`src/rtl/irq_pkg.sv`:
```
// Package: shared constants and types of the interrupt flag/enable controller.
// Assumes a single clock domain and one summary bit above the source bits.
package irq_pkg;
    localparam int NSRC_DEF   = 7;   // number of interrupt sources
    localparam int BIT_SR     = 2;   // shift-register source position
    localparam int BIT_TMR2   = 5;   // timer 2 source position
    localparam int BIT_TMR1   = 6;   // timer 1 source position
    localparam int ADDR_W_DEF = 4;

    // Action requested on the enable register by a write.
    typedef enum logic [1:0] {
        EN_HOLD  = 2'd0,
        EN_SET   = 2'd1,
        EN_CLEAR = 2'd2
    } en_op_e;
endpackage

```
`src/rtl/irq_flag_bank.sv`:
```
// Flag bank: one flag bit per source.
// Set pulses win over every clear source in the same cycle.
// Assumes clear inputs are already merged by the caller.
module irq_flag_bank #(
    parameter int NSRC = irq_pkg::NSRC_DEF
) (
    input  logic            clk,
    input  logic            rst_n,
    input  logic [NSRC-1:0] set_i,
    input  logic [NSRC-1:0] clr_i,
    output logic [NSRC-1:0] flag_o
);
    logic [NSRC-1:0] flag_q;

    for (genvar i = 0; i < NSRC; i++) begin : g_flag
        // Purpose: hold one flag, set beats clear.
        always_ff @(posedge clk) begin
            if (!rst_n)
                flag_q[i] <= 1'b0;
            else if (set_i[i])
                flag_q[i] <= 1'b1;
            else if (clr_i[i])
                flag_q[i] <= 1'b0;
        end
    end

    assign flag_o = flag_q;
endmodule

```
`src/rtl/irq_enable_reg.sv`:
```
// Enable register: set or clear selected enable bits by the requested action.
// Assumes the caller decodes the action from the write data's top bit.
module irq_enable_reg #(
    parameter int NSRC = irq_pkg::NSRC_DEF
) (
    input  logic            clk,
    input  logic            rst_n,
    input  irq_pkg::en_op_e op_i,
    input  logic [NSRC-1:0] mask_i,
    output logic [NSRC-1:0] en_o
);
    import irq_pkg::*;

    logic [NSRC-1:0] en_q;
    logic [NSRC-1:0] en_d;

    // Purpose: next enable value for the requested action.
    always_comb begin
        case (op_i)
            EN_SET:   en_d = en_q | mask_i;
            EN_CLEAR: en_d = en_q & ~mask_i;
            default:  en_d = en_q;
        endcase
    end

    // Purpose: store the enables.
    always_ff @(posedge clk) begin
        if (!rst_n)
            en_q <= '0;
        else
            en_q <= en_d;
    end

    assign en_o = en_q;
endmodule

```
`src/rtl/irq_request_out.sv`:
```
// Request stage: registers whether any flag is both pending and enabled.
// Assumes flags and enables are register outputs of the same clock.
module irq_request_out #(
    parameter int NSRC = irq_pkg::NSRC_DEF
) (
    input  logic            clk,
    input  logic            rst_n,
    input  logic [NSRC-1:0] flag_i,
    input  logic [NSRC-1:0] en_i,
    output logic            irq_o
);
    logic irq_q;

    // Purpose: register the enabled-pending reduction.
    always_ff @(posedge clk) begin
        if (!rst_n)
            irq_q <= 1'b0;
        else
            irq_q <= |(flag_i & en_i);
    end

    assign irq_o = irq_q;
endmodule

```
`src/rtl/irq_read_mux.sv`:
```
// Read mux: presents flag register (with summary bit) or enable register
// (top bit forced to one); other addresses read zero.
// Assumes one-hot or zero hit inputs.
module irq_read_mux #(
    parameter int NSRC = irq_pkg::NSRC_DEF,
    localparam int DW  = NSRC + 1
) (
    input  logic            hit_flag_i,
    input  logic            hit_en_i,
    input  logic [NSRC-1:0] flag_i,
    input  logic [NSRC-1:0] en_i,
    output logic [DW-1:0]   rd_data_o
);
    logic pending;

    // Purpose: summary of enabled pending flags, independent of the request stage.
    always_comb pending = (flag_i & en_i) != '0;

    // Purpose: select the read word.
    always_comb begin
        if (hit_flag_i)
            rd_data_o = {pending, flag_i};
        else if (hit_en_i)
            rd_data_o = {1'b1, en_i};
        else
            rd_data_o = '0;
    end
endmodule

```
`src/rtl/irq_flag_ctrl.sv`:
```
// Top: interrupt flag and enable controller.
// Decodes the register port, merges clear sources and drives the request line.
// Assumes the address is stable while bus_wr or bus_rd is high.
module irq_flag_ctrl #(
    parameter int NSRC        = irq_pkg::NSRC_DEF,
    parameter int ADDR_W      = irq_pkg::ADDR_W_DEF,
    parameter int FLAG_ADDR   = 13,
    parameter int EN_ADDR     = 14,
    parameter int SRDAT_ADDR  = 10,
    parameter int SR_BIT      = irq_pkg::BIT_SR,
    localparam int DW         = NSRC + 1
) (
    input  logic              clk,
    input  logic              rst_n,
    input  logic [NSRC-1:0]   src_set,
    input  logic [NSRC-1:0]   src_clr,
    input  logic [ADDR_W-1:0] bus_addr,
    input  logic              bus_wr,
    input  logic              bus_rd,
    input  logic [DW-1:0]     bus_wdata,
    output logic [DW-1:0]     rd_data,
    output logic              irq_o
);
    import irq_pkg::*;

    logic            hit_flag, hit_en, hit_srdat;
    logic [NSRC-1:0] wr_clr_mask, rd_clr_mask, clr_all;
    logic [NSRC-1:0] flag_q, en_q;
    en_op_e          en_op;

    // Purpose: address decode.
    always_comb begin
        hit_flag  = bus_addr == ADDR_W'(FLAG_ADDR);
        hit_en    = bus_addr == ADDR_W'(EN_ADDR);
        hit_srdat = bus_addr == ADDR_W'(SRDAT_ADDR);
    end

    // Purpose: merge every clear source of the flags.
    always_comb begin
        wr_clr_mask = (bus_wr && hit_flag) ? bus_wdata[NSRC-1:0] : '0;
        rd_clr_mask = '0;
        if (bus_rd && hit_srdat)
            rd_clr_mask[SR_BIT] = 1'b1;
        clr_all = wr_clr_mask | rd_clr_mask | src_clr;
    end

    // Purpose: decode the enable-write action from the top data bit.
    always_comb begin
        if (!(bus_wr && hit_en))
            en_op = EN_HOLD;
        else if (bus_wdata[DW-1])
            en_op = EN_SET;
        else
            en_op = EN_CLEAR;
    end

    irq_flag_bank #(.NSRC(NSRC)) u_flags (
        .clk(clk), .rst_n(rst_n), .set_i(src_set), .clr_i(clr_all), .flag_o(flag_q)
    );

    irq_enable_reg #(.NSRC(NSRC)) u_en (
        .clk(clk), .rst_n(rst_n), .op_i(en_op), .mask_i(bus_wdata[NSRC-1:0]), .en_o(en_q)
    );

    irq_request_out #(.NSRC(NSRC)) u_req (
        .clk(clk), .rst_n(rst_n), .flag_i(flag_q), .en_i(en_q), .irq_o(irq_o)
    );

    irq_read_mux #(.NSRC(NSRC)) u_rmux (
        .hit_flag_i(hit_flag), .hit_en_i(hit_en), .flag_i(flag_q), .en_i(en_q),
        .rd_data_o(rd_data)
    );
endmodule

```
`config.mk`:
```
export PLATFORM = sky130hd
export DESIGN_NAME = irq_flag_ctrl
export DESIGN_NICKNAME = d
export VERILOG_FILES = /design/src/rtl/irq_pkg.sv /design/src/rtl/irq_flag_bank.sv /design/src/rtl/irq_enable_reg.sv /design/src/rtl/irq_request_out.sv /design/src/rtl/irq_read_mux.sv /design/src/rtl/irq_flag_ctrl.sv
export SDC_FILE = /design/constraint.sdc
export NUM_CORES = 1
export LEC_CHECK = 0
export ABC_AREA = 1
export BUFFER_PORTS_ARGS = -buffer_cell sky130_fd_sc_hd__buf_2
export CORE_UTILIZATION = 48
export CTS_BUF_LIST = sky130_fd_sc_hd__clkbuf_4 sky130_fd_sc_hd__clkbuf_8 sky130_fd_sc_hd__clkbuf_16
export DETAILED_ROUTE_END_ITERATION = 6
export PLACE_DENSITY = 0.84
export SLEW_MARGIN = 20
export SYNTH_ARGS = -nofsm -noshare
export SYNTH_HDL_FRONTEND = slang
export SYNTH_HIERARCHICAL = 1
export SYNTH_SLANG_ARGS = --single-unit
```
`constraint.sdc`:
```
create_clock -name clk -period 1.5 [get_ports clk]
set_input_delay 0.075 -clock clk [delete_from_list [all_inputs] [get_ports clk]]
set_output_delay 0.075 -clock clk [all_outputs]
set_load 0.02 [all_outputs]
```
## After elaboration in Yosys (flattened, before gate mapping)

Index checks and enable logic that the tools add are counted.

- Register bits: 15
- Input bits: 30
- Output and inout bits: 9
- Logic and storage cells: 54

- Equal/unequal tests: 5
- Mux-type cells: 21
- Bitwise gates (word level): 6
- Reduce and logical (&&, ||, !) cells: 13

Operators with widths:

| kind | count |
|---|---|
| two-way mux 8 bit | 2 |
| nonzero test 2 bit | 8 |
| two-way mux 1 bit | 15 |
| bitwise AND 7 bit | 2 |
| OR 7 bit | 2 |
| case mux 7 bit (2 select lines) | 1 |
| equality test 4 bit, second input constant | 3 |
| two-way mux 7 bit | 1 |
| NOT 7 bit | 1 |
| OR 7 x 3 -> 7 bit | 1 |
| nonzero test 7 bit | 1 |
| OR reduction 7 bit | 1 |
| two-way mux 2 bit | 2 |
| logical AND 1 bit | 3 |
| equality test 2 x 1 -> 1 bit, second input constant | 1 |
| equality test 2 bit, second input constant | 1 |

## Longest topological paths before layout

Gate-level depths: netlist of the first run.

- Depth after elaboration: 7
- Gate-level depth with buffers: 12
- Mapped depth without buffers: 11

## Modules after synthesis

Netlist of the first run, hierarchy kept.

Modules (own cells, without submodules):

| module | times used | cells each | area each (um2) | seq. area each (um2) |
|---|---|---|---|---|
| irq_enable_reg | 1 | 39 | 294.0 | 140.1 |
| irq_flag_bank | 1 | 36 | 284.0 | 140.1 |
| irq_flag_ctrl | 1 | 36 | 182.7 | 0.0 |
| irq_read_mux | 1 | 41 | 171.4 | 0.0 |
| irq_request_out | 1 | 16 | 81.3 | 20.0 |

## Worst setup path before layout of the first run

Ideal clock, no wire load.

- Path kind: input to register
- From: in bus_addr[3]
- To: reg (tool-made name)
- Setup time: 0.115 ns
- Data arrival time: 1.099 ns
- Required time: 1.385 ns
- Setup slack: 0.286 ns
- Cell stages on the path: 11
- Path buffers: 1
- Cells stage by stage: nand2_2 nor2_4 nand2_1 nor2_1 inv_1 ha_1 inv_2 buf_6 nand3_1 nand2_1 nor2_1

RTL lines:

| item | line | RTL |
|---|---|---|
| start, declared | irq_flag_ctrl.sv:17 | `input logic [ADDR_W-1:0] bus_addr,` |

==> impl_metrics.py, run 1 <==
metrics = {
    "clock_network": {
        "clock-sinks": 15,
        "clkTransAtPathRegs_ns": 0.08,
        "cts-root-buf": "clkbuf_4",
        "ctsHoldBuffers": 0,
        "cts_resized": 0,
        "clk_path_buf_depth": 2,
        "post-cts-setup-buffer-count": 0,
        "cts_tree": "built",
        "h-tree-depth": 1,
        "numCtsBuffers": 3,
        "clock_latency_ns": 0.28,
    },
    "logic_synthesis": {
        "synthMuxAreaShare": 0,
        "ys_ff_latch": 15,
        "synth-simple-area-share": 0.441,
        "synth_top_family_by_area": "simple AND/OR/NAND/NOR gates",
        "syn_nets": 199,
        "syn_area_per_cell_um2": 6.03,
        "synth-xor-area-share": 0,
        "ys_types": 15,
        "synth_compound_area_frac": 0.104,
        "synth_area_mm2": 0.00101,
        "synth_cells": 168,
        "yosysSeqAreaShare": 0.296,
        "yosysTopAreaCell": "dfxtp_1",
        "synthAdderAreaFrac": 0.0123,
        "synthTopCellsByArea": "dfxtp_1 30%, nand2_1 23%, inv_1 10%, nand3_1 9.9%, a21oi_2 6.9%",
        "yosysTopAreaCellShare": 0.296,
        "yosysWarnings": 6,
    },
    "routing": {
        "vias": 1113,
        "drt_iter0_markers": 20,
        "ant_nets": 0,
        "wl_mm": 2.41,
        "via_per_inst": 4.74,
        "dr.pass1.iters": 4,
        "drc_errors": 0,
        "wl_per_cell_um": 10.3,
    },
    "critical_path": {
        "crit_buf_inv": 1,
        "cpMostUsedCell": "nand2_1",
        "cp.required_ns": 1.42,
        "end_kind": "output pin",
        "arrival_ns": 1.16,
        "worst-setup-path-type": "flop to output pin",
        "critPathTopFamily": "flip-flops",
        "critical_path.max_fanout": 4,
        "crit_path_top_delay_cell": "dfxtp_1",
        "crit_chain": "nand2_1 -> nand2_1 -> nor2_1 -> nand2_1 -> nand2_1 -> nand2_1 -> buf_2",
        "cpPeakStageDelay_ns": 0.40,
        "start_kind": "flop",
    },
    "floorplanning": {
        "core_area_mm2": 0.00198,
        "dieWidth_um": 48.0,
        "initial_core_util": 0.511,
        "num_rows": 16,
        "pin_count": 39,
        "die_area_mm2": 0.00230,
        "die_y_um": 48.0,
    },
    "status": {
        "status": "finished, final reports clean",
    },
    "sta": {
        "hold_violations": 0,
        "setup_viol": 0,
        "min_period_ns": 1.24,
        "rsz0062_at_grt": "no",
        "fin_worst_skew_ns": 0.00486,
        "whs_ns": 0.0276,
        "fin_crit_sh": 0.825,
        "slew_headroom": 0.826,
        "setup_tns_ns": 0,
        "worst_pin_slew_ns": 0.261,
        "maxSlewViolCount": 0,
        "max_freq_ghz": 0.808,
    },
    "placement": {
        "place_area_mm2": 0.00122,
        "dp_hpwl_mm": 1.87,
        "io_buffers": 38,
        "dp.cells": 231,
        "place.gp.congestion": 0.845,
    },
    "power": {
        "ir_worst_vdd_uv": 619,
        "power_density_mw_per_mm2": 658,
        "p_leak_nw": 0.747,
    },
    "hold_path": {
        "hold_class": "input pin to flop",
    },
    "finish": {
        "syn_to_final_growth_pct": 23.3,
        "fin_area_mm2": 0.00125,
        "drive_above_1_share": 0.288,
        "fin_nets": 240,
        "antenna_cells": 0,
        "num-fill-cells": 202,
        "fin_cells": 235,
    },
    "global_routing": {
        "antenna_found_initial": 0,
        "grt_util_all_layers": 0.248,
        "overflow": 0,
        "grt_first_pass_wirelength_mm": 3.87,
        "grt_pass1_vias": 981,
        "grt_max_degree": 17,
    },
    "job": {
        "max-cap-violations": 0,
    },
}
-- Yosys cell counts, drive strengths merged --
master	instances
ha	1
nor2	17
inv	31
dfxtp	15
a21oi	15
nand2	63
buf	4
nand3	22
-- layout make-up --
| class | count | area, um^2 | share of cell area |
|---|---|---|---|
| multi-input combinational | 118 | 564 | 0.451 |
| sequential | 15 | 300 | 0.240 |
| timing repair buffer | 40 | 205 | 0.164 |
| inverter | 31 | 116 | 0.0931 |
| tap | 27 | 33.8 | 0.0270 |
| clock buffer | 4 | 30.0 | 0.0240 |
-- power breakdown --
group,total [mW],leakage [nW],switching [mW],internal (mW)
combinational,0.142,0.606,0.0820,0.0599
clock,0.251,0.0184,0.130,0.121
sequential,0.429,0.123,0.0157,0.414
-- kinds of logic (layout without fill, tap and decap cells) --
kind of cell,after synthesis,in the layout
AO/OA/AOI/OAI,15,15
AND/OR/NAND/NOR,102,102
buffers and inverters,35,75
flip-flops,15,15
adder cells (fa/ha/maj),1,1
-- worst paths after layout --
| path | startpoint | endpoint | slack, ns | depth (start not counted) |
|---|---|---|---|---|
| setup / recovery | flop | rd_data[7] | 0.26 | 7 |
| hold / removal | src_set[0] | u_flags/flag_o[0] | 0.03 | 3 |
| setup reg to reg | flop | u_req/irq_o | 0.74 | 4 |
| hold reg to reg | u_flags/flag_o[0] | u_flags/flag_o[0] | 0.51 | 2 |
-- worst register-to-register path, delay by kind of cell, from the launching register on --
family / cells / cell delay, ns
AO/OA/AOI/OAI: 1 / 0.06
AND/OR/NAND/NOR: 3 / 0.25
flip-flops: 1 / 0.35
-- cell usage in the layout (no fill, tap or decap) --
master,count
nand2_1,62
buf_2,38
inv_1,28
nand3_1,20
nor2_1,15
dfxtp_1,15
a21oi_2,8
a21oi_1,7
clkbuf_4,4
inv_2,3
nand3_2,2
buf_4,2
nand2_2,1
nor2_8,1
nor2_4,1
ha_1,1
-- layer usage --
layer | share of wire | track usage | wire length [um] | up-vias
met5 | 0 | 0 | 0 | -
met4 | 0.012 | 0.111 | 30 | 0
met3 | 0.073 | 0.0906 | 176 | 4
met2 | 0.49 | 0.424 | 1190 | 43
met1 | 0.42 | 0.274 | 1020 | 476
li1 | - | - | - | 590
-- stage by stage --
step                       util  total power [mW]  worst slack, ns
after floorplan               -             0.514            0.286
after global placement    0.616             0.574            0.163
after detailed placement  0.616             0.581           0.0780
after CTS                 0.631             0.833            0.248
after global routing      0.631             0.876            0.139
final                     0.631             0.823            0.263
(Power assumes the default switching activity.)
==> inputs of run 2 (changes only) <==
==> constraint.sdc (replaced) <==
create_clock -name clk -period 1.28 [get_ports clk]
set_input_delay 0.064 -clock clk [delete_from_list [all_inputs] [get_ports clk]]
set_output_delay 0.064 -clock clk [all_outputs]
set_load 0.02 [all_outputs]
==> run 2 against run 1 <==
The flow now finishes with violations (negative hold slack). Non-clock buffer count up 3. Power rose by 17%. Hold slack worse by 0.028 ns. Largest cell class unchanged.
==> impl_metrics.py, run 2 (synthesis results as in run 1) <==
metrics = {
    "status": {
        "status": "finished, violations left",
        "violations": "negative hold slack",
    },
    "critical_path": {
        "crit_chain": "nand2_1 -> nand2_1 -> nor2_1 -> nand2_1 -> nand2_1 -> nand2_1 -> buf_6",
        "cpMostUsedCell": "nand2_1",
        "cp.required_ns": 1.22,
        "start_kind": "flop",
        "end_kind": "output pin",
        "crit_path_top_delay_cell": "dfxtp_1",
        "cpPeakStageDelay_ns": 0.40,
        "critical_path.max_fanout": 4,
        "worst-setup-path-type": "flop to output pin",
        "arrival_ns": 1.15,
    },
    "placement": {
        "place_area_mm2": 0.00123,
        "io_buffers": 38,
        "place.gp.congestion": 0.849,
        "post-place-ws_ns": -0.112,
        "dp_hpwl_mm": 1.86,
    },
    "finish": {
        "syn_to_final_growth_pct": 27.0,
        "num-fill-cells": 187,
        "fin_area_mm2": 0.00129,
        "drive_above_1_share": 0.327,
        "final_common_cell": "nand2_1",
        "antenna_cells": 0,
        "fin_nets": 243,
        "final_cell_mix": "61 x nand2_1, 37 x buf_2, 28 x inv_1, 20 x nand3_1, 15 x nor2_1",
    },
    "power": {
        "p_sw_mw": 0.283,
        "power_density_mw_per_mm2": 746,
        "ir_worst_vdd_uv": 452,
        "seqPwrFrac": 0.523,
        "finalPower_mw": 0.961,
        "p_int_mw": 0.678,
        "p_leak_nw": 0.764,
        "combPwrFrac": 0.184,
        "p_clk_frac": 0.293,
        "swShare": 0.294,
    },
    "routing": {
        "ant_nets": 0,
        "drt_iter0_markers": 34,
        "wl_per_cell_um": 10.4,
        "vias": 1132,
        "dr.pass1.iters": 4,
        "drc_errors": 0,
        "wl_mm": 2.49,
        "via_per_inst": 4.76,
    },
    "clock_network": {
        "clkTransAtPathRegs_ns": 0.10,
        "h-tree-depth": 1,
        "ctsHoldBuffers": 0,
        "numCtsBuffers": 3,
        "clk_path_buf_depth": 2,
        "clock-sinks": 15,
        "clock_latency_ns": 0.29,
        "cts_tree": "built",
        "cts-root-buf": "clkbuf_4",
    },
    "global_routing": {
        "antenna_found_initial": 0,
        "grt_util_all_layers": 0.237,
        "grt_pass1_vias": 878,
        "grt_max_degree": 17,
        "grt_first_pass_wirelength_mm": 3.70,
        "overflow": 0,
    },
    "sta": {
        "maxSlewViolCount": 0,
        "setup_tns_ns": 0,
        "worst_pin_slew_ns": 0.264,
        "fin_worst_skew_ns": 0.00539,
        "layout_setup_ws_ns": 0.0634,
        "slew_headroom": 0.824,
        "min_period_ns": 1.22,
        "setup_viol": 0,
        "hold_violations": 1,
        "whs_ns": -0.000677,
        "fin_crit_sh": 0.950,
        "max_freq_ghz": 0.822,
        "rsz0062_at_grt": "yes",
    },
    "floorplanning": {
        "die_y_um": 48.0,
        "pin_count": 39,
        "die_area_mm2": 0.00230,
        "num_rows": 16,
        "initial_core_util": 0.511,
        "dieWidth_um": 48.0,
        "core_area_mm2": 0.00198,
    },
    "job": {
        "max-cap-violations": 0,
    },
    "hold_path": {
        "hold_class": "input pin to flop",
    },
}
==> run 2: power groups by stage <==
| stage | Combinational (mW) | Clock (mW) | Sequential (mW) |
|---|---|---|---|
| detailed placement | 0.171 | 0 | 0.514 |
| finish | 0.177 | 0.282 | 0.503 |
| CTS | 0.172 | 0.290 | 0.503 |
| global route | 0.198 | 0.315 | 0.506 |
| floorplan | 0.0930 | 0 | 0.510 |
| global placement | 0.164 | 0 | 0.513 |
==> run 2: cell type report <==
cell class                 instances  area [um^2]  area share
sequential                        15          309       0.240
inverter                          31          116      0.0904
tap                               27         33.8      0.0262
timing repair buffer              43          234       0.182
clock buffer                       3         22.5      0.0175
clock inverter                     1         5.00     0.00389
multi-input combinational        118          567       0.440
==> run 2: timing repair <==
action | CTS | global route
endpoints found under the setup margin | 0 | 1
gates resized for setup | 0 | 9
buffers inserted | 0 | 1
==> run 2: worst max-delay path, delay by kind of cell, from the launching register on <==
| family | cells | cell delay (ns) |
|---|---|---|
| AND/OR/NAND/NOR | 6 | 0.34 |
| flip-flops | 1 | 0.40 |
| buffers and inverters | 1 | 0.12 |
==> run 2: per-layer routing <==
| layer | vias up | track usage | part of all wire | routed length (um) |
|---|---|---|---|---|
| met5 | - | 0 | 0 | 0 |
| met4 | 0 | 0.0833 | 0.0056 | 14 |
| met3 | 2 | 0.0453 | 0.053 | 131 |
| met2 | 40 | 0.432 | 0.50 | 1250 |
| met1 | 492 | 0.271 | 0.44 | 1090 |
| li1 | 598 | - | - | - |
==> run 2: metrics by stage <==
| step | utilization | instances |
|---|---|---|
| 3_5_place_dp | 0.623 | 233 |
| 2_1_floorplan | - | 168 |
| 6_report | 0.650 | 238 |
| 5_1_grt | 0.650 | 238 |
| 3_3_place_gp | 0.623 | 233 |
| 4_1_cts | 0.637 | 237 |
==> run 2: path summary, 6_finish.rpt <==
check	from	end	slack, ns	cells after the start
max	flop	rd_data[7]	0.06	7
min	src_set[2]	u_flags/flag_o[2]	-0.0007	3
max reg2reg	u_flags/flag_o[1]	u_req/irq_o	0.43	5
min reg2reg	u_flags/flag_o[6]	u_flags/flag_o[6]	0.49	2
==> inputs of run 3 (changes only) <==
==> constraint.sdc (replaced) <==
create_clock -name clk -period 1.28 [get_ports clk]
set_input_delay 0.256 -clock clk [delete_from_list [all_inputs] [get_ports clk]]
set_output_delay 0.256 -clock clk [all_outputs]
set_load 0.02 [all_outputs]
==> run 3 against run 2 <==
The run ends with negative setup slack left. Core utilization rose by 20 points. Critical endpoint unchanged. Non-clock buffer count rose by 18. Largest cell class unchanged. Sequential power barely moved.
==> impl_metrics.py, run 3 (synthesis results as in run 1) <==
metrics = {
    "routing": {
        "vias": 1367,
        "via_per_inst": 5.32,
        "wl_per_cell_um": 15.3,
        "wl_mm": 3.94,
        "drc_errors": 0,
        "ant_nets": 0,
        "drt_iter0_markers": 85,
        "dr.pass1.iters": 7,
    },
    "global_routing": {
        "antenna_found_initial": 0,
        "grt_first_pass_wirelength_mm": 4.40,
        "grt_max_degree": 15,
        "grt_pass1_vias": 1089,
        "grt_util_all_layers": 0.274,
        "overflow": 0,
    },
    "clock_network": {
        "cts_tree": "built",
        "clkTransAtPathRegs_ns": 0.10,
        "clock_latency_ns": 0.29,
        "h-tree-depth": 1,
        "clock-sinks": 15,
        "cts-root-buf": "clkbuf_4",
        "clk_path_buf_depth": 2,
        "numCtsBuffers": 3,
    },
    "sta": {
        "rsz0062_at_grt": "yes",
        "whs_ns": 0.191,
        "hold_violations": 0,
        "setup_viol": 13,
        "max_freq_ghz": 0.675,
        "slew_headroom": 0.839,
        "min_period_ns": 1.48,
        "fin_crit_sh": 1.16,
        "layout_setup_ws_ns": -0.202,
        "maxSlewViolCount": 0,
        "worst_pin_slew_ns": 0.240,
        "fin_worst_skew_ns": 0.00197,
    },
    "placement": {
        "place.gp.congestion": 0.871,
        "dp_hpwl_mm": 1.99,
        "post-place-ws_ns": -0.286,
        "io_buffers": 38,
        "place_area_mm2": 0.00131,
    },
    "critical_path": {
        "critPathLaunch": "u_flags/flag_o[6]",
        "cpMostUsedCell": "nand2_1",
        "start_kind": "flop",
        "cpPeakStageDelay_ns": 0.37,
        "worst_r2r_startpoint": "u_flags/flag_o[1]",
        "critical_path.max_fanout": 4,
        "crit_path_top_delay_cell": "dfxtp_2",
        "worst-setup-path-type": "flop to output pin",
        "cp.required_ns": 1.02,
        "crit_chain": "nand2_1 -> nand2_1 -> nor2_2 -> nand2_1 -> nand2_1 -> nand2_1 -> buf_6",
        "arrival_ns": 1.23,
        "end_kind": "output pin",
    },
    "floorplanning": {
        "core_area_mm2": 0.00198,
        "initial_core_util": 0.511,
        "pin_count": 39,
        "dieWidth_um": 48.0,
        "num_rows": 16,
        "die_area_mm2": 0.00230,
        "die_y_um": 48.0,
    },
    "finish": {
        "antenna_cells": 0,
        "final_common_cell": "nand2_1",
        "drive_above_1_share": 0.561,
        "syn_to_final_growth_pct": 65.9,
        "num-fill-cells": 115,
        "fin_area_mm2": 0.00168,
        "final_cell_mix": "42 x nand2_1, 28 x buf_2, 26 x inv_1, 18 x nand2_2, 17 x buf_4",
        "fin_nets": 262,
    },
    "power": {
        "p_sw_mw": 0.335,
        "seqPwrFrac": 0.465,
        "p_leak_nw": 0.917,
        "combPwrFrac": 0.242,
        "p_clk_frac": 0.292,
        "swShare": 0.310,
        "p_int_mw": 0.746,
        "finalPower_mw": 1.08,
        "power_density_mw_per_mm2": 643,
        "ir_worst_vdd_uv": 560,
    },
    "job": {
        "max-cap-violations": 0,
    },
    "status": {
        "status": "finished, violations left",
        "violations": "negative setup slack",
    },
    "hold_path": {
        "holdCritStartpoint": "src_set[0]",
        "hold_class": "input pin to flop",
    },
}
[run 3: layout make-up]
cell class / instances / area (um^2) / share of cell area
Multi-Input combinational cell: 118 / 703 / 0.418
Timing Repair Buffer: 61 / 455 / 0.271
Sequential cell: 15 / 322 / 0.191
Inverter: 31 / 131 / 0.0781
Tap cell: 27 / 33.8 / 0.0201
Clock buffer: 4 / 30.0 / 0.0179
Timing Repair inverter: 1 / 6.26 / 0.00372
[run 3: through the flow]
stage | TNS, ns | std cells | utilization
floorplan | -0.170 | 168 | -
global placement | -2.78 | 239 | 0.660
detailed placement | -3.39 | 239 | 0.660
CTS | -0.298 | 250 | 0.744
global route | -1.30 | 257 | 0.848
finish | -0.728 | 257 | 0.848
[run 3: repair_timing]
item                                   CTS  global route
setup endpoints to repair                8            15
pin swaps                                4            15
endpoints found under the hold margin    0             0
resized for setup                       35            47
hold buffers                             0             0
buffers inserted                         7             6
gates cloned                             0             1
[run 3: routing by layer]
| metal | global-route usage | share of wire | vias up |
|---|---|---|---|
| met5 | 0 | 0 | - |
| met4 | 0.172 | 0.047 | 0 |
| met3 | 0.0566 | 0.074 | 24 |
| met2 | 0.478 | 0.51 | 98 |
| met1 | 0.300 | 0.37 | 608 |
| li1 | - | - | 637 |
[run 3: worst max-delay path: cells and delay by family (launching register included)]
family	cells	cell delay, ns
buffers and inverters	1	0.13
DFF	1	0.37
and+or+nand+nor	6	0.44
[run 3: path summary, 6_finish.rpt]
| path | end | slack (ns) | depth (start not counted) |
|---|---|---|---|
| max | rd_data[7] | -0.20 | 7 |
| min | u_flags/flag_o[0] | 0.19 | 3 |
| max reg2reg | u_req/irq_o | 0.32 | 5 |
| min reg2reg | u_flags/flag_o[5] | 0.52 | 2 |
[run 3: power by group through the flow]
stage | sequential [mW] | clock, mW | combinational [mW]
2_1_floorplan | 0.510 | 0 | 0.0987
5_1_grt | 0.504 | 0.331 | 0.281
6_report | 0.503 | 0.316 | 0.262
3_5_place_dp | 0.513 | 0 | 0.190
4_1_cts | 0.503 | 0.304 | 0.217
3_3_place_gp | 0.512 | 0 | 0.184
